**config.mk**
```make
export PLATFORM = sky130hd
export DESIGN_NAME = ctrl_pkt_deframer
export DESIGN_NICKNAME = d
export VERILOG_FILES = /design/src/rtl/ctrl_deframer_pkg.sv /design/src/rtl/ctrl_deframer_fsm.sv /design/src/rtl/ctrl_deframer_dpath.sv /design/src/rtl/ctrl_pkt_deframer.sv
export SDC_FILE = /design/constraint.sdc
export NUM_CORES = 1
export LEC_CHECK = 0
export BUFFER_PORTS_ARGS = -buffer_cell sky130_fd_sc_hd__buf_4
export CORE_MARGIN = 1
export CORE_UTILIZATION = 40
export DETAILED_ROUTE_END_ITERATION = 10
export GPL_TIMING_DRIVEN = 0
export HOLD_SLACK_MARGIN = 0.12
export PLACE_DENSITY = 0.69
export RECOVER_POWER = 50
export SLEW_MARGIN = 10
export SYNTH_ARGS = -nofsm -noshare
export SYNTH_HDL_FRONTEND = slang
export SYNTH_SLANG_ARGS = --single-unit
```
**constraint.sdc**
```tcl
create_clock -name clk -period 4.1 [get_ports clk]
set_input_delay 0.615 -clock clk [delete_from_list [all_inputs] [get_ports clk]]
set_output_delay 0.615 -clock clk [all_outputs]
set_load 0.005 [all_outputs]
```
**src/rtl/ctrl_deframer_pkg.sv**
```systemverilog
package ctrl_deframer_pkg;

  // Framing position within a packet
  typedef enum logic [2:0] {
    FR_HDR_LO,
    FR_HDR_HI,
    FR_TS_LO,
    FR_TS_HI,
    FR_OPWORD,
    FR_PAYLOAD
  } frameState_t;

  // Load strobes from control to datapath
  typedef struct packed {
    logic [1:0] ldHdr;  // index 0 = low half, 1 = high half
    logic [1:0] ldTs;
    logic       clrTs;
    logic       ldOp;
  } fieldStrobes_t;

  // Operation word field layout
  localparam int OP_ADDR_LSB   = 0;
  localparam int OP_ADDR_W     = 20;
  localparam int OP_BE_LSB     = 20;
  localparam int OP_BE_W       = 4;
  localparam int OP_CODE_LSB   = 24;
  localparam int OP_CODE_W     = 4;
  localparam int OP_STATUS_LSB = 30;
  localparam int OP_STATUS_W   = 2;

endpackage

```
**src/rtl/ctrl_deframer_fsm.sv**
```systemverilog
module ctrl_deframer_fsm
  import ctrl_deframer_pkg::*;
(
  input  logic          clk,
  input  logic          rst,
  input  logic          inTvalid,
  input  logic          inTlast,
  input  logic          htBit,
  input  logic          payTready,
  input  logic          sbReady,
  output logic          inTready,
  output logic          payTvalid,
  output logic          sbValid,
  output logic          badPkt,
  output fieldStrobes_t strb
);

  frameState_t state, stateNext;
  logic preamble;
  logic accept;
  logic earlyEnd;

  assign preamble  = (state != FR_PAYLOAD);
  assign inTready  = preamble ? !sbValid : payTready;
  assign payTvalid = !preamble && inTvalid;
  assign accept    = inTvalid && inTready;
  assign earlyEnd  = accept && inTlast &&
                     (state == FR_HDR_LO || state == FR_HDR_HI ||
                      state == FR_TS_LO  || state == FR_TS_HI);

  always_comb begin
    stateNext = state;
    if (accept) begin
      if (inTlast) begin
        stateNext = FR_HDR_LO;
      end else begin
        case (state)
          FR_HDR_LO:  stateNext = FR_HDR_HI;
          FR_HDR_HI:  stateNext = htBit ? FR_TS_LO : FR_OPWORD;
          FR_TS_LO:   stateNext = FR_TS_HI;
          FR_TS_HI:   stateNext = FR_OPWORD;
          FR_OPWORD:  stateNext = FR_PAYLOAD;
          FR_PAYLOAD: stateNext = FR_PAYLOAD;
          default:    stateNext = FR_HDR_LO;
        endcase
      end
    end
  end

  always_comb begin
    strb          = '0;
    strb.ldHdr[0] = accept && (state == FR_HDR_LO);
    strb.ldHdr[1] = accept && (state == FR_HDR_HI);
    strb.clrTs    = strb.ldHdr[1] && !htBit;
    strb.ldTs[0]  = accept && (state == FR_TS_LO);
    strb.ldTs[1]  = accept && (state == FR_TS_HI);
    strb.ldOp     = accept && (state == FR_OPWORD);
  end

  always_ff @(posedge clk) begin
    if (rst) begin
      state   <= FR_HDR_LO;
      sbValid <= 1'b0;
      badPkt  <= 1'b0;
    end else begin
      state   <= stateNext;
      sbValid <= strb.ldOp || (sbValid && !sbReady);
      badPkt  <= earlyEnd;
    end
  end

endmodule

```
**src/rtl/ctrl_deframer_dpath.sv**
```systemverilog
module ctrl_deframer_dpath
  import ctrl_deframer_pkg::*;
#(
  parameter int WORD_W       = 32,
  parameter int HAS_TIME_BIT = 63
) (
  input  logic                   clk,
  input  logic                   rst,
  input  fieldStrobes_t          strb,
  input  logic [WORD_W-1:0]      inTdata,
  input  logic                   inTlast,
  output logic [WORD_W-1:0]      payTdata,
  output logic                   payTlast,
  output logic [2*WORD_W-1:0]    hdrOut,
  output logic                   hasTime,
  output logic [2*WORD_W-1:0]    tsOut,
  output logic [OP_STATUS_W-1:0] opStatus,
  output logic [OP_CODE_W-1:0]   opCode,
  output logic [OP_BE_W-1:0]     opByteEn,
  output logic [OP_ADDR_W-1:0]   opAddr
);

  localparam int HT_WORD = HAS_TIME_BIT / WORD_W;
  localparam int HT_POS  = HAS_TIME_BIT % WORD_W;

  logic [WORD_W-1:0] hdrQ [2];
  logic [WORD_W-1:0] tsQ  [2];

  for (genvar h = 0; h < 2; h++) begin : g_half
    always_ff @(posedge clk) begin
      if (rst)               hdrQ[h] <= '0;
      else if (strb.ldHdr[h]) hdrQ[h] <= inTdata;
    end
    always_ff @(posedge clk) begin
      if (rst || strb.clrTs) tsQ[h] <= '0;
      else if (strb.ldTs[h]) tsQ[h] <= inTdata;
    end
  end

  always_ff @(posedge clk) begin
    if (rst) begin
      opStatus <= '0;
      opCode   <= '0;
      opByteEn <= '0;
      opAddr   <= '0;
    end else if (strb.ldOp) begin
      opStatus <= inTdata[OP_STATUS_LSB +: OP_STATUS_W];
      opCode   <= inTdata[OP_CODE_LSB +: OP_CODE_W];
      opByteEn <= inTdata[OP_BE_LSB +: OP_BE_W];
      opAddr   <= inTdata[OP_ADDR_LSB +: OP_ADDR_W];
    end
  end

  assign hdrOut   = {hdrQ[1], hdrQ[0]};
  assign tsOut    = {tsQ[1], tsQ[0]};
  assign hasTime  = hdrQ[HT_WORD][HT_POS];
  assign payTdata = inTdata;
  assign payTlast = inTlast;

endmodule

```
**src/rtl/ctrl_pkt_deframer.sv**
```systemverilog
module ctrl_pkt_deframer
  import ctrl_deframer_pkg::*;
#(
  parameter int WORD_W       = 32,
  parameter int HAS_TIME_BIT = 63
) (
  input  logic                   clk,
  input  logic                   rst,
  input  logic [WORD_W-1:0]      inTdata,
  input  logic                   inTlast,
  input  logic                   inTvalid,
  output logic                   inTready,
  output logic [WORD_W-1:0]      payTdata,
  output logic                   payTlast,
  output logic                   payTvalid,
  input  logic                   payTready,
  output logic                   sbValid,
  input  logic                   sbReady,
  output logic [2*WORD_W-1:0]    hdrOut,
  output logic                   hasTime,
  output logic [2*WORD_W-1:0]    tsOut,
  output logic [OP_STATUS_W-1:0] opStatus,
  output logic [OP_CODE_W-1:0]   opCode,
  output logic [OP_BE_W-1:0]     opByteEn,
  output logic [OP_ADDR_W-1:0]   opAddr,
  output logic                   badPkt
);

  localparam int HT_POS = HAS_TIME_BIT - WORD_W;

  fieldStrobes_t strb;

  ctrl_deframer_fsm u_fsm (
    .clk       (clk),
    .rst       (rst),
    .inTvalid  (inTvalid),
    .inTlast   (inTlast),
    .htBit     (inTdata[HT_POS]),
    .payTready (payTready),
    .sbReady   (sbReady),
    .inTready  (inTready),
    .payTvalid (payTvalid),
    .sbValid   (sbValid),
    .badPkt    (badPkt),
    .strb      (strb)
  );

  ctrl_deframer_dpath #(
    .WORD_W       (WORD_W),
    .HAS_TIME_BIT (HAS_TIME_BIT)
  ) u_dpath (
    .clk      (clk),
    .rst      (rst),
    .strb     (strb),
    .inTdata  (inTdata),
    .inTlast  (inTlast),
    .payTdata (payTdata),
    .payTlast (payTlast),
    .hdrOut   (hdrOut),
    .hasTime  (hasTime),
    .tsOut    (tsOut),
    .opStatus (opStatus),
    .opCode   (opCode),
    .opByteEn (opByteEn),
    .opAddr   (opAddr)
  );

endmodule

```
==> results_dict.tcl, run 1 <==
set metrics [dict create \
    syn_area_per_cell_sq_um 12.11 \
    fillCellCount 1385 \
    final_antenna_net_count 0 \
    yosysMostFrequentCell "nor2_1" \
    drive_gt1_frac 0.3123 \
    ys_seq_area_frac 0.7188 \
    critPathMaxFanout 10 \
    ir_drop_mv 0.3058 \
    drt_iter0_markers 380 \
    area_growth_pct 37.66 \
    wl_per_cell_microns 18.38 \
    clock_skew_ns 0.006270 \
    grt_pass1_wl_mm 27.38 \
    worst_pin_slew_ns 0.8353 \
    grt_overflow_total 0 \
    io_buffers 233 \
    ys.flop_type "edfxtp_1" \
    cts.root.buffer_cell "clkbuf_16" \
    rsz0062_at_grt "false" \
    clockBufferDepth 2 \
    initial_core_util 0.4128 \
    numCtsBuffers 17 \
    cts.clk_slew.worst_paths_ns 0.06 \
    relSlewSlack 0.4411 \
    fin_crit_sh 0.7244 \
    drc 0 \
    async_flop_share 0 \
    ctsResizeCount 0 \
    status "finished, final reports clean" \
    grt_pass1_vias 4825 \
    fin_util 0.5683 \
    route.vias.total 4980 \
    synth_cell_type_count 31 \
    routed_wl_mm 18.47 \
    power_per_cell_area_nw_per_um2 431.5 \
    place.detailed.hpwl_mm 14.10 \
    critical_path_required_ns 4.23 \
    synth_fp_nets 560 \
    post-cts-setup-buffers 0 \
    gp_congestion 0.8617 \
    clk_latency_ns 0.42 \
    die_h_microns 127.7 \
    synth_top_area_share 0.6080 \
    syn_area_sq_um 6322 \
    die_x_microns 127.7 \
    io_pins 234 \
    synth_top_area_cell "edfxtp_1" \
    yosysWarnings 0 \
    finalSetupViolCount 0 \
    leakagePower_nw 3.474 \
    arrival_ns 3.10 \
    diodes 0 \
    final_net_count 819 \
    dieArea_sq_um 16310 \
    synth_enable_flop_cells 128 \
    holdBufCountCts 0 \
    yosys-top-cells-count "nor2_1, edfxtp_1, nand2_1" \
    slew_viol_final 0 \
    synthCells 522 \
    fmax_mhz 336.7 \
    yosys-top-cells-area "edfxtp_1, dfxtp_1, nor2_1" \
    cts_sinks 163 \
    grt_antenna_before_repair 0 \
    path_class "flop to flop" \
    grtUsageTotal 0.2292 \
    routed_via_density 4.955 \
    tritoncts "built" \
    num_rows 45 \
    end_kind "flop" \
    grt_max_degree 33 \
    synth-seq-cells 163 \
    maxCapViolations 0 \
    min_path_type "primary input to flop" \
    fin_crit_ns 2.970 \
    finalHoldViolations 0 \
    p_total_mw 3.755 \
    core_area_sq_um 15310 \
    startpoint_type "flop" \
    dr.pass1.iters 5 \
    cts_htree_levels 4 \
]
placed cells by master (no fill, tap or decap), types with 2 or more instances in the layout:
master and count:
nor2_1 132, clkbuf_4 131, edfxtp_1 128, clkbuf_1 98
buf_4 77, nand2_1 37, dfxtp_1 35, a21oi_1 32
nand3_1 31, o21ai_1 30, clkbuf_16 18, inv_1 3
buf_6 3, nand2b_1 3, clkinv_2 3, buf_2 2
nand3b_1 2, nand2_2 2, inv_4 2
report_power, final:
group          internal (mW)  switching (mW)
combinational          0.157           0.212
clock                  0.884           0.609
sequential              1.87          0.0270
state kept, by name (all words and copies together) (netlist names):
signal            cells
u_fsm.sbValid         1
u_dpath.opAddr       20
u_fsm.state           3
u_fsm.badPkt          1
u_dpath.opStatus      2
u_dpath.opByteEn      4
u_dpath.tsQ          64
u_dpath.opCode        4
u_dpath.hdrQ         64
kinds of logic (layout without fill, tap and decap cells):
logic type | after synthesis | in the layout | share of synthesized area
compound gates | 73 | 73 | 0.06491
buf+inv | 72 | 344 | 0.07085
flops | 163 | 163 | 0.7188
simple gates | 214 | 214 | 0.1455
stage by stage:
step	TNS (ns)	instance area (sq um)	setup slack [ns]	cells	hold WS, ns
6_report	0	8703	1.130	1005	0.4575
5_1_grt	0	8703	0.9372	1005	0.4502
4_1_cts	0	8987	1.495	1005	0.3958
3_5_place_dp	0	8431	1.203	973	0.4790
3_3_place_gp	-43.07	8335	-1.098	966	0.4680
2_1_floorplan	0	6322	0.4485	522	0.4686
final cells by class:
type	instances	area [sq um]	share of cell area
Buffer	69	404.1	0.04643
Clock buffer	23	479.2	0.05506
Clock inverter	9	77.57	0.008913
Inverter	3	11.26	0.001294
Multi-Input combinational cell	287	1334	0.1532
Sequential cell	163	4544	0.5221
Tap cell	211	264.0	0.03033
Timing Repair Buffer	240	1589	0.1826
worst paths after layout:
check | depth (start not counted) | endpoint | start | slack [ns]
worst max-delay path | 6 | u_dpath.tsQ[0][3] | u_fsm.sbValid | 1.13
worst min-delay path | 3 | u_fsm.sbValid | sbReady | 0.46
worst max register to register | 6 | u_dpath.tsQ[0][3] | u_fsm.sbValid | 1.13
worst min register to register | 2 | u_dpath.opAddr[12] | u_dpath.opAddr[12] | 0.48
metal layers:
layer	global-route usage	vias up	routed length, microns
met3	0.05092	24	1155
met2	0.4121	191	9865
met1	0.2691	2465	7120
li1	-	2300	-
met4	0.08028	0	327
met5	0	-	0
worst max-delay path: stages, from the launching register on:
cell and delay [ns]:
dfxtp_1 0.32, clkbuf_1 0.22, nor3b_1 0.57, nand3b_1 0.38, o211ai_1 0.68, buf_4 0.31, buf_4 0.18
Power figures use the tool's default switching activity.
==> run 2: changes to the inputs <==
==> constraint.sdc (replaced) <==
create_clock -name clk -period 3.1 [get_ports clk]
set_input_delay 0.465 -clock clk [delete_from_list [all_inputs] [get_ports clk]]
set_output_delay 0.465 -clock clk [all_outputs]
set_load 0.005 [all_outputs]
==> run 2 against run 1 <==
Effect of this change: combinational power rose by 32%; clock power rose by 35%; worst setup slack got worse by 0.69 ns; cell area about the same; critical path depth down 1; global-route usage fell by 0.43 points; fmax up 12%; count of clock-buffer cells in the layout increased by 3; utilization about the same; register-to-register slack worse by 0.69 ns; critical endpoint is now u_dpath.hdrQ[0][1].
==> results_dict.tcl, run 2 (synthesis results as in run 1) <==
set metrics [dict create \
    fin_crit_ns 2.664 \
    r2r_cells 5 \
    crit_path_frequent_cell "clkbuf_1" \
    grt_overflow_total 0 \
    maxCapViolations 0 \
    final_antenna_net_count 0 \
    slew_viol_final 0 \
    die_x_microns 127.7 \
    rsz0062_at_grt "false" \
    ir_drop_mv 0.3829 \
    finalHoldViolations 0 \
    die_h_microns 127.7 \
    path_class "flop to flop" \
    io_pins 234 \
    num_rows 45 \
    worst_slack_ns 0.4364 \
    wl_per_cell_microns 18.45 \
    leakagePower_nw 3.459 \
    worst_pin_slew_ns 0.8663 \
    gp_congestion 0.8372 \
    dieArea_sq_um 16310 \
    final_net_count 819 \
    cts.root.buffer_cell "clkbuf_16" \
    place.detailed.hpwl_mm 13.98 \
    routed_via_density 5.081 \
    fmax_mhz 375.4 \
    diodes 0 \
    fin_crit_sh 0.8592 \
    clock_skew_ns 0.01003 \
    area_growth_pct 37.62 \
    p_sw_mw 1.139 \
    finalInstanceArea_sq_um 8701 \
    drt_iter0_markers 434 \
    grt_antenna_before_repair 0 \
    finalSetupViolCount 0 \
    clk_latency_ns 0.42 \
    p_seq_frac 0.501 \
    drc 0 \
    post-cts-setup-buffers 0 \
    startpoint_type "flop" \
    route.vias.total 5106 \
    r2r_setup_slack_ns 0.44 \
    end_kind "flop" \
    largest_registers "u_dpath.hdrQ: 64 flops, u_dpath.tsQ: 64 flops, u_dpath.opAddr: 20 flops" \
    numCtsBuffers 17 \
    clkPwrFrac 0.402 \
    worstPathCellList "clkbuf_1, nor2_1, nand2_1, clkbuf_1, nand2_2" \
    drive_gt1_frac 0.3060 \
    p_int_mw 3.864 \
    crit_slowest_cell "nand2_2" \
    power_per_cell_area_nw_per_um2 575.0 \
    startpoint "u_fsm.state[1]" \
    relSlewSlack 0.4204 \
    critPathMaxFanout 32 \
    cts_htree_levels 4 \
    p_comb_frac 0.098 \
    mostFrequentLayoutCells "nor2_1, edfxtp_1, clkbuf_4" \
    arrival_ns 2.62 \
    power_switching_share 0.2277 \
    ctsResizeCount 0 \
    critical_path_required_ns 3.05 \
    grt_pass1_wl_mm 26.85 \
    tritoncts "built" \
    cts.clk_slew.worst_paths_ns 0.06 \
    clockBufferDepth 2 \
    core_area_sq_um 15310 \
    max_stage_delay_ns 0.67 \
    min_path_type "primary input to flop" \
    routed_wl_mm 18.54 \
    grt_max_degree 33 \
    reg2reg_to "u_dpath.hdrQ[0][1]" \
    grt_pass1_vias 4754 \
    endpoint "u_dpath.hdrQ[0][1]" \
    postPlaceCellArea_sq_um 8431 \
    status "finished, final reports clean" \
    cts_sinks 163 \
    rr_startpoint "u_fsm.state[1]" \
    place_ws_ns 0.4311 \
    layout_commonest_cell "nor2_1" \
    io_buffers 233 \
    dr.pass1.iters 4 \
    initial_core_util 0.4128 \
    holdBufCountCts 0 \
    grtUsageTotal 0.2249 \
]
## run 2: cell types whose count changed in the layout (fill, tap and decap cells not counted), moves of 2 or more
cell	delta
clkbuf_1	+6
o21ai_0	+5
clkbuf_8	+2
clkbuf_4	-8
clkinv_2	-2
o21ai_1	-5
## run 2: worst max-delay path, delay by kind of cell, from the launching register on
family        cells  cell delay [ns]
simple gates      3             0.95
flops             1             0.36
buf+inv           2             0.87
## run 2: worst min-delay path by stage
| stage | startpoint | end | slack (ns) | cells after the start |
|---|---|---|---|---|
| after floorplan | u_dpath.opAddr[0] | u_dpath.opAddr[0] | 0.47 | 2 |
| after global placement | u_dpath.opStatus[0] | u_dpath.opStatus[0] | 0.47 | 2 |
| after detailed placement | u_dpath.opByteEn[1] | u_dpath.opByteEn[1] | 0.48 | 2 |
| after CTS | rst | u_dpath.opAddr[0] | 0.24 | 2 |
| after global routing | sbReady | u_fsm.sbValid | 0.32 | 3 |
| final | sbReady | u_fsm.sbValid | 0.31 | 3 |
## run 2: power by group through the flow
stage	sequential (mW)	clock (mW)	combinational, mW
after floorplan	2.56	0	0.182
after global placement	2.56	0	0.512
after detailed placement	2.56	0	0.537
after CTS	2.51	2.03	0.539
after global routing	2.51	2.11	0.522
final	2.50	2.01	0.488
## run 2: area by class of cell
cell class | count | area [sq um]
tap | 211 | 264.0
multi-input combinational | 287 | 1336
sequential | 163 | 4544
clock inverter | 6 | 42.54
inverter | 3 | 11.26
buffer | 69 | 411.6
clock buffer | 26 | 531.8
timing repair buffer | 240 | 1559
fill | 1383 | 6614
## run 2: layer usage
metal  wire [microns]  vias up  track usage  share of wire
li1                 -     2309            -              -
met1             7335     2492       0.2798           0.40
met2             9556      282       0.3942           0.52
met3             1379       23      0.04299          0.074
met4              266        0      0.07336          0.014
met5                0        -            0              0
## run 2: stage by stage
| stage | utilization | hold slack (ns) | total power [mW] | TNS (ns) | std cells |
|---|---|---|---|---|---|
| global route | 0.5681 | 0.3201 | 5.140 | 0 | 1005 |
| finish | 0.5681 | 0.3128 | 5.003 | 0 | 1005 |
| CTS | 0.5880 | 0.2352 | 5.073 | 0 | 1005 |
| detailed placement | 0.5505 | 0.4767 | 3.093 | 0 | 973 |
| global placement | 0.5446 | 0.4669 | 3.070 | -53.52 | 966 |
| floorplan | - | 0.4686 | 2.744 | 0 | 522 |
